--- config.mk ---
export PLATFORM = sky130hd
export DESIGN_NAME = tod_alarm
export DESIGN_NICKNAME = d
export VERILOG_FILES = /design/src/rtl/tod_alarm_pkg.sv /design/src/rtl/tod_alarm_regs.sv /design/src/rtl/tod_alarm_match.sv /design/src/rtl/tod_alarm_irq.sv /design/src/rtl/tod_alarm.sv
export SDC_FILE = /design/constraint.sdc
export NUM_CORES = 1
export LEC_CHECK = 0
export CAP_MARGIN = 20
export CORE_ASPECT_RATIO = 0.7
export CORE_MARGIN = 8
export CORE_UTILIZATION = 55
export CTS_CLUSTER_DIAMETER = 40
export DETAILED_ROUTE_END_ITERATION = 8
export MAX_ROUTING_LAYER = met4
export PLACE_DENSITY = 0.85
export SLEW_MARGIN = 20
export SYNTH_ARGS = -nofsm -noshare
export SYNTH_HDL_FRONTEND = slang
export SYNTH_SLANG_ARGS = --single-unit
--- constraint.sdc ---
create_clock -name clk -period 3 [get_ports clk]
set_clock_uncertainty 0.15 [all_clocks]
set_input_delay 0.45 -clock clk [delete_from_list [all_inputs] [get_ports clk]]
set_output_delay 0.45 -clock clk [all_outputs]
set_load 0.02 [all_outputs]
--- src/rtl/tod_alarm_pkg.sv ---
// Shared types and bit positions for the time-of-day alarm.
// Assumes byte-wide registers with the mask bit in the top bit.
package tod_alarm_pkg;
    localparam int REG_W    = 8;
    localparam int MASK_BIT = 7;
    localparam int FIELD_W  = 7;   // compared width of minute and hour
    localparam int DAY_W    = 3;   // compared width of weekday
    localparam int NFIELD   = 3;

    localparam int CTRL_FLAG_BIT  = 0;
    localparam int CTRL_IMASK_BIT = 2;
    localparam int CTRL_PULSE_BIT = 4;
    localparam int CTRL_SEL_BIT   = 6;

    typedef enum logic [1:0] {
        ADDR_MIN  = 2'd0,
        ADDR_HOUR = 2'd1,
        ADDR_DAY  = 2'd2,
        ADDR_CTRL = 2'd3
    } reg_addr_e;

    typedef struct packed {
        logic [REG_W-1:0] min_alarm;
        logic [REG_W-1:0] hour_alarm;
        logic [REG_W-1:0] day_alarm;
        logic             irq_mask;
        logic             pulse_mode;
        logic             wdog_sel;
    } alarm_cfg_t;
endpackage

--- src/rtl/tod_alarm_regs.sv ---
// Register file of the alarm: three alarm bytes and the control byte.
// Produces the configuration, the read mux and the clear strobe that
// any access to an alarm byte raises. Assumes one access per cycle.
module tod_alarm_regs
    import tod_alarm_pkg::*;
(
    input  logic             clk,
    input  logic             rst_n,
    input  logic             acc_en_i,
    input  logic             acc_we_i,
    input  logic [1:0]       acc_addr_i,
    input  logic [REG_W-1:0] acc_wdata_i,
    input  logic             flag_i,
    output alarm_cfg_t       cfg_o,
    output logic             clr_o,
    output logic [REG_W-1:0] rdata_o
);
    localparam int PAD_W = MASK_BIT - DAY_W;

    alarm_cfg_t cfg_q;
    reg_addr_e  addr;

    assign addr = reg_addr_e'(acc_addr_i);

    // Register writes; the flag bit is not stored here.
    always_ff @(posedge clk) begin
        if (!rst_n) begin
            cfg_q <= '0;
        end else if (acc_en_i && acc_we_i) begin
            case (addr)
                ADDR_MIN:  cfg_q.min_alarm  <= acc_wdata_i;
                ADDR_HOUR: cfg_q.hour_alarm <= acc_wdata_i;
                ADDR_DAY:  cfg_q.day_alarm  <= {acc_wdata_i[MASK_BIT], {PAD_W{1'b0}},
                                                acc_wdata_i[DAY_W-1:0]};
                default: begin
                    cfg_q.irq_mask   <= acc_wdata_i[CTRL_IMASK_BIT];
                    cfg_q.pulse_mode <= acc_wdata_i[CTRL_PULSE_BIT];
                    cfg_q.wdog_sel   <= acc_wdata_i[CTRL_SEL_BIT];
                end
            endcase
        end
    end

    // Read mux of the addressed byte.
    always_comb begin
        rdata_o = '0;
        case (addr)
            ADDR_MIN:  rdata_o = cfg_q.min_alarm;
            ADDR_HOUR: rdata_o = cfg_q.hour_alarm;
            ADDR_DAY:  rdata_o = cfg_q.day_alarm;
            default: begin
                rdata_o[CTRL_FLAG_BIT]  = flag_i;
                rdata_o[CTRL_IMASK_BIT] = cfg_q.irq_mask;
                rdata_o[CTRL_PULSE_BIT] = cfg_q.pulse_mode;
                rdata_o[CTRL_SEL_BIT]   = cfg_q.wdog_sel;
            end
        endcase
    end

    assign cfg_o = cfg_q;
    assign clr_o = acc_en_i && (addr != ADDR_CTRL);
endmodule

--- src/rtl/tod_alarm_match.sv ---
// Compares minute, hour and weekday against the alarm bytes. A field whose
// mask bit is set always counts as matching. Evaluated only on a tick that
// starts a new minute. Mask combinations outside the four legal ones follow
// the same per-field rule; their result is not guaranteed.
module tod_alarm_match
    import tod_alarm_pkg::*;
(
    input  logic             tick_i,
    input  logic             minute_start_i,
    input  alarm_cfg_t       cfg_i,
    input  logic [REG_W-1:0] cur_min_i,
    input  logic [REG_W-1:0] cur_hour_i,
    input  logic [DAY_W-1:0] cur_day_i,
    output logic             event_o
);
    localparam int DPAD = FIELD_W - DAY_W;

    logic [FIELD_W-1:0] want [NFIELD];
    logic [FIELD_W-1:0] have [NFIELD];
    logic [NFIELD-1:0]  skip;
    logic [NFIELD-1:0]  field_ok;

    assign want[0] = cfg_i.min_alarm[FIELD_W-1:0];
    assign want[1] = cfg_i.hour_alarm[FIELD_W-1:0];
    assign want[2] = {{DPAD{1'b0}}, cfg_i.day_alarm[DAY_W-1:0]};
    assign have[0] = cur_min_i[FIELD_W-1:0];
    assign have[1] = cur_hour_i[FIELD_W-1:0];
    assign have[2] = {{DPAD{1'b0}}, cur_day_i};
    assign skip    = {cfg_i.day_alarm[MASK_BIT], cfg_i.hour_alarm[MASK_BIT],
                      cfg_i.min_alarm[MASK_BIT]};

    // One comparator per field, bypassed by its mask bit.
    for (genvar g = 0; g < NFIELD; g++) begin : g_field
        assign field_ok[g] = skip[g] | (want[g] == have[g]);
    end

    assign event_o = tick_i & minute_start_i & (&field_ok);
endmodule

--- src/rtl/tod_alarm_irq.sv ---
// Holds the alarm flag and shapes the interrupt. Level mode keeps the flag
// until an access clears it; pulse mode drops it after PULSE_CYCLES cycles.
// The output goes to the watchdog event when the source select is set.
module tod_alarm_irq #(
    parameter int PULSE_CYCLES = 300000
) (
    input  logic clk,
    input  logic rst_n,
    input  logic evt_i,
    input  logic clr_i,
    input  logic pulse_mode_i,
    input  logic irq_mask_i,
    input  logic wdog_sel_i,
    input  logic wdog_evt_i,
    output logic flag_o,
    output logic irq_o
);
    localparam int CNT_W = (PULSE_CYCLES > 1) ? $clog2(PULSE_CYCLES) : 1;
    localparam logic [CNT_W-1:0] LAST = CNT_W'(PULSE_CYCLES - 1);

    logic             flag_q;
    logic [CNT_W-1:0] cnt_q;

    // Flag set, clear and pulse timing; a new alarm takes priority.
    always_ff @(posedge clk) begin
        if (!rst_n) begin
            flag_q <= 1'b0;
            cnt_q  <= '0;
        end else if (evt_i) begin
            flag_q <= 1'b1;
            cnt_q  <= '0;
        end else if (clr_i) begin
            flag_q <= 1'b0;
            cnt_q  <= '0;
        end else if (flag_q && pulse_mode_i) begin
            if (cnt_q == LAST) begin
                flag_q <= 1'b0;
                cnt_q  <= '0;
            end else begin
                cnt_q <= cnt_q + CNT_W'(1);
            end
        end
    end

    assign flag_o = flag_q;
    assign irq_o  = wdog_sel_i ? wdog_evt_i : (flag_q & ~irq_mask_i);

    assert_event_sets_flag_R9: assert property (@(posedge clk) disable iff (!rst_n)
        evt_i |=> flag_q);
    assert_access_clears_R9: assert property (@(posedge clk) disable iff (!rst_n)
        (clr_i && !evt_i) |=> !flag_q);
    assert_level_holds_R10: assert property (@(posedge clk) disable iff (!rst_n)
        (!pulse_mode_i && flag_q && !clr_i) |=> flag_q);
    assert_pulse_bounded_R11: assert property (@(posedge clk) disable iff (!rst_n)
        cnt_q <= LAST);
endmodule

--- src/rtl/tod_alarm.sv ---
// Top of the maskable time-of-day alarm. Time values and strobes come from
// the calendar counters; the register port is byte wide. The pulse width
// is the requested milliseconds rounded up to whole clock cycles.
module tod_alarm
    import tod_alarm_pkg::*;
#(
    parameter int CLK_HZ   = 100_000_000,
    parameter int PULSE_MS = 3
) (
    input  logic             clk,
    input  logic             rst_n,
    input  logic             tick_i,
    input  logic             minute_start_i,
    input  logic [7:0]       cur_min_i,
    input  logic [7:0]       cur_hour_i,
    input  logic [2:0]       cur_day_i,
    input  logic             acc_en_i,
    input  logic             acc_we_i,
    input  logic [1:0]       acc_addr_i,
    input  logic [7:0]       acc_wdata_i,
    output logic [7:0]       acc_rdata_o,
    input  logic             wdog_evt_i,
    output logic             irq_o
);
    localparam int PULSE_CYCLES = (CLK_HZ * PULSE_MS + 999) / 1000;

    alarm_cfg_t cfg;
    logic       clr;
    logic       evt;
    logic       flag;

    tod_alarm_regs u_regs (
        .clk         (clk),
        .rst_n       (rst_n),
        .acc_en_i    (acc_en_i),
        .acc_we_i    (acc_we_i),
        .acc_addr_i  (acc_addr_i),
        .acc_wdata_i (acc_wdata_i),
        .flag_i      (flag),
        .cfg_o       (cfg),
        .clr_o       (clr),
        .rdata_o     (acc_rdata_o)
    );

    tod_alarm_match u_match (
        .tick_i         (tick_i),
        .minute_start_i (minute_start_i),
        .cfg_i          (cfg),
        .cur_min_i      (cur_min_i),
        .cur_hour_i     (cur_hour_i),
        .cur_day_i      (cur_day_i),
        .event_o        (evt)
    );

    tod_alarm_irq #(.PULSE_CYCLES(PULSE_CYCLES)) u_irq (
        .clk          (clk),
        .rst_n        (rst_n),
        .evt_i        (evt),
        .clr_i        (clr),
        .pulse_mode_i (cfg.pulse_mode),
        .irq_mask_i   (cfg.irq_mask),
        .wdog_sel_i   (cfg.wdog_sel),
        .wdog_evt_i   (wdog_evt_i),
        .flag_o       (flag),
        .irq_o        (irq_o)
    );
endmodule

# Word level (Yosys, flattened, before mapping)
# Cells that the tools add are included.
[word_totals]
regBits = 43
inputBits = 36
[classes]
n_reduce_logical = 14
muxes = 14
addsub = 1
bitwise = 9
n_eq_ne = 7
[op_table]
columns = ["cell", "n"]
rows = [
  ["19-bit by 1-bit adder with 19-bit output, second input constant", 1],
  ["19-bit == test, second input constant", 1],
  ["19-bit 2-to-1 mux", 1],
  ["1-bit one-hot mux with 3 select lines", 6],
  ["7-bit == test", 2],
  ["2-bit AND reduction", 5],
  ["3-bit nonzero test", 2],
  ["3-bit OR reduction", 2],
  ["1-bit 2-to-1 mux", 5],
  ["1-bit one-hot mux with 2 select lines", 2],
  ["1-bit AND", 3],
  ["3-bit == test", 1],
  ["1-bit logical AND", 3],
  ["1-bit inverter", 3],
  ["1-bit bitwise OR", 3],
  ["3-bit AND reduction", 1],
  ["2-bit by 1-bit == test with 1-bit output, second input constant", 1],
  ["2-bit == test, second input constant", 1],
  ["2-bit zero test", 1],
  ["2-bit != test, second input constant", 1],
]

# Logic depth before layout (Yosys ltp)
# Gate-level depths: netlist of run 1.
[logic_depth]
word_depth = 6
depth_mapped = 7
mapped_depth_nobuf = 6

# Hierarchy
# From an unflattened synthesis of run 1, not the netlist that was laid out.
[hier_totals]
cells_unflattened = 258
hier_area_um2 = 2314.7
[modules_own_cells]
columns = ["mod", "seq_area_each_um2", "cells_each", "area_each_um2", "n_inst"]
rows = [
  ["tod_alarm_regs", 460.4, 113, 1093.5, 1],
  ["tod_alarm_irq", 400.4, 121, 1026.0, 1],
  ["tod_alarm_match", 0.0, 24, 195.2, 1],
]

# Worst setup path before layout of run 1
# OpenSTA, ideal clock, no wires.
[synth_timing]
path_kind = "in2out"
start = "input port acc_addr_i[1]"
end = "output port acc_rdata_o[0]"
arrival_ns = 1.351
cell_stages = 2
path_slack_ns = 1.049
path_cell_list = "buf_1 > mux4_2"
[synth_via]
elab_chain_cells = 2
[synth_rtl]
columns = ["item", "line", "source"]
rows = [
  ["start, declared", "tod_alarm.sv:19", "input logic [1:0] acc_addr_i,"],
  ["2-bit == test (tied with other cells)", "tod_alarm_regs.sv:47", "case (addr)"],
  ["1-bit one-hot mux with 3 select lines *", "tod_alarm_regs.sv:47", ""],
  ["end, declared", "tod_alarm.sv:21", "output logic [7:0] acc_rdata_o,"],
]
# Every way passes the cells marked *; elsewhere a longest branch is shown, timed or not.

# Final worst setup path of run 1
# Same ends and word-level chain as after synthesis.

==> results of run 1 <==
final cells by class:
cell class / instances / share of cell area, %
Inverter: 2 / 0.2710
Timing Repair Buffer: 48 / 16.80
Clock inverter: 2 / 0.4517
Clock buffer: 6 / 2.620
Tap cell: 52 / 2.349
Sequential cell: 43 / 31.07
Multi-Input combinational cell: 201 / 46.43
synth_stat cells, types with 4 or more instances:
library cell               instances  area [sq um]
sky130_fd_sc_hd__nand4_1           9         56.30
sky130_fd_sc_hd__a21boi_0         16         120.1
sky130_fd_sc_hd__nor3_1           12         60.06
sky130_fd_sc_hd__dfxtp_1          43         860.8
sky130_fd_sc_hd__xnor2_1          16         140.1
sky130_fd_sc_hd__nand3_1          11         55.05
sky130_fd_sc_hd__nor4_1            4         25.02
sky130_fd_sc_hd__mux2i_1          13         130.1
sky130_fd_sc_hd__nand2_1          49         183.9
sky130_fd_sc_hd__xor2_1           18         157.7
sky130_fd_sc_hd__nor2b_1           8         50.05
sky130_fd_sc_hd__clkbuf_1          4         15.01
sky130_fd_sc_hd__o21ai_0           4         20.02
sky130_fd_sc_hd__nor2_1           17         63.81
worst paths after layout:
path / end / slack, ns / depth (start not counted)
max: acc_rdata_o[0] / 0.14 / 3
min: u_regs.cfg_o[26] / 0.34 / 2
max reg2reg: u_irq.cnt_q[5] / 1.04 / 6
min reg2reg: u_regs.cfg_o[26] / 0.34 / 2
cells by family (layout without fill, tap and decap cells):
family | after synthesis | after routing | synth area share (%)
xor gates and xnor gates | 34 | 34 | 13.51
AOI/OAI and AO/OA | 28 | 28 | 9.422
adders and majority gates | 1 | 1 | 0.5674
muxes | 15 | 15 | 7.945
and+or+nand+nor | 123 | 123 | 26.90
DFF | 43 | 43 | 39.05
buffers and inverters | 10 | 58 | 2.610
routing by layer:
layer	vias up	share of wire, %	wire [um]
li1	967	-	-
met1	921	47	2570
met3	9	6.9	379
met5	-	0	0
met4	0	1.4	79
met2	65	45	2491
worst min-delay path, cell delays in order, from the launching register on:
cell and delay (ns):
sky130_fd_sc_hd__dfxtp_1 0.33, sky130_fd_sc_hd__nand2_1 0.05, sky130_fd_sc_hd__a21boi_0 0.06
report_power, final:
group | internal (mW) | switching, mW | leakage [nW]
sequential | 0.577 | 0.00672 | 0.347
combinational | 0.0717 | 0.0520 | 0.594
clock | 0.163 | 0.193 | 0.0412
total | 0.811 | 0.252 | 0.983
registers in the layout (all words and copies together), names as in the netlist:
signal / count
u_irq.cnt_q: 19
u_irq.flag_o: 1
u_regs.cfg_o: 23
through the flow:
| stage | setup slack [ns] | area [sq um] |
|---|---|---|
| CTS | 0.1447 | 2770 |
| global placement | 0.1406 | 2685 |
| floorplan | 1.049 | 2205 |
| finish | 0.1449 | 2770 |
| detailed placement | 0.1440 | 2685 |
| global route | 0.04592 | 2770 |
==> out/summary.txt, run 1 <==
==========================================================================================
Wire length of the first global-routing pass                                       9563 um
Average routed wire per standard cell                                             15.59 um
Area added between synthesis and finish                                             25.65%
Share of async-settable or async-resettable flops after synthesis                       0%
Clock edge transition at the registers on the reported setup and hold paths        0.08 ns
Clk sinks                                                                               43
Number of pins with negative max-slew slack in the final report                          0
DRC violations left                                                                      0
CP endpoint kind                                                                output pin
Antenna viol nets, final                                                                 0
Count of yosys warnings during synthesis                                                 0
Number of instances in the synthesized netlist                                         254
TritonCTS clock tree                                                                  done
Shortest period the worst path allows                                             2.855 ns
Fraction of layout instances using a drive strength above 1                         6.954%
Horizontal extent of the die                                                      91.67 um
Footprint of the multi-input gates                                            0.001286 sq mm
Worst supply voltage drop on vdd                                               0.0002302 V
Clock root buffer                                                             sky130_fd_sc_hd__clkbuf_8
Post-Route Utilization                                                              71.49%
Overall power                                                                     1.063 mW
Met3 Use GR                                                                         4.108%
Mapped cell area                                                              0.002205 sq mm
Relative slew slack                                                                 57.53%
Most used cells in the layout excluding fill and tap cells                    sky130_fd_sc_hd__nand2_1 (49), sky130_fd_sc_hd__dfxtp_1 (43), sky130_fd_sc_hd__clkdlybuf4s50_1 (42)
Row cnt                                                                                 19
Startpoint kind of the worst setup timing path                                   input pin
Ordered cell list for the critical path                                       clkdlybuf4s50_1 -> mux4_2 -> clkdlybuf4s50_1
FF+latch count, synth                                                                   43
Actual transition at the worst max-transition pin                                0.6322 ns
Area of the core region                                                       0.003875 sq mm
Gr usage total                                                                      19.61%
Antenna violations before repair                                                         0
Residual overflow from global routing                                                    0
# setup viols final                                                                      0
CTS max path bufs                                                                        2
Top FF cell, synth                                                            sky130_fd_sc_hd__dfxtp_1
Die Footprint                                                                 0.006322 sq mm
Instance count after placement with tap cells included                                 346
Cell Pwr Density                                                              383.8 mW/mm^2
Number of detailed-route iterations in the first pass                                    4
Count of endpoints failing hold in the final timing report                               0
Number of standard cells in the final layout excluding fillers                         354
Critical hold path startpoint                                                 u_regs.cfg_o[26]
Global route hottest layer                                                            met2
Worst endpoint data arrival time                                                   2.26 ns
Post-synth cell types                                                                   38
Height of the chip                                                                68.97 um
Area taken by flip-flops and latches                                           860.8 sq um
Number of global-route vias before repair                                             2014
Inserted Clock Buffers                                                                   5
Crit Path Class                                                                     in2out
Cell at the slowest stage of the critical path                                sky130_fd_sc_hd__clkdlybuf4s50_1
Part of the cycle the worst path needs                                              95.17%
Maximum capacitance violations                                                           0
Total I/O pin count                                                                     45
H-tree levels                                                                            2
Most common cell after layout, fill and taps aside                            sky130_fd_sc_hd__nand2_1
Worst setup path startpoint                                                   acc_addr_i[1]
Number of vias per cell after detailed routing                                       5.542
Worst endpoint required time                                                       2.40 ns
Kind of cell with the highest combined delay on the critical path             buffers and inverters
Number of DRC markers in iteration 0                                                   199
Post-CTS resize count                                                                    0
Unrepaired setup endpoints after global routing                                         no
Launching point of the worst reg2reg path                                     u_regs.cfg_o[25]
Met1 usage in global routing                                                        23.82%
Vias                                                                                  1962
Largest net degree at the start of global routing                                       26
Diodes inserted                                                                          0
Total detailed-routing wirelength                                                  5520 um
Effective utilization at floorplan                                                  56.89%
Leak pwr                                                                         0.9827 nW
Number of buffers added to fix hold violations after cts                                 0
Nets in the synthesized netlist                                                        291
Skew-Pair Late Insertion Delay                                                     0.29 ns
Crit-path most repeated cell                                                  sky130_fd_sc_hd__clkdlybuf4s50_1
Total setup buffers inserted after CTS                                                   0
Met2 track utilization from global routing                                          32.20%
PortBufs                                                                                42
Post-layout nets                                                                       338
Filler instances                                                                       300
Highest fanout seen on the critical path                                                 8
Outcome                                                                          completed
Fin Hold WS                                                                      0.3373 ns
Longest individual stage delay on the worst path                                   0.70 ns
Setup TNS after final layout                                                          0 ns
Number of enable-type register cells in the synthesized netlist                          0
Critical path buffers and inverters                                                      2
Max Clk Rate                                                                    0.3503 GHz
Mean Syn Cell Area                                                             8.680 sq um
Sequential-to-total area share from yosys stat                                      39.05%
Routability-driven placement congestion ratio                                       0.8685
HPWL reported at the end of detailed placement                                     4188 um
Worst hold path class                                                              reg2reg
==========================================================================================
Power figures use the tool's default switching activity.
==> inputs of run 2 (changes only) <==
--- a/config.mk
+++ b/config.mk
@@ -5,6 +5,7 @@
 export SDC_FILE = /design/constraint.sdc
 export NUM_CORES = 1
 export LEC_CHECK = 0
+export ABC_CLOCK_PERIOD_IN_PS = 3000
 export CAP_MARGIN = 20
 export CORE_ASPECT_RATIO = 0.7
 export CORE_MARGIN = 8
==> results of run 2 <==
Same layout as run 1: the final DEF is identical, and so are final timing and power.
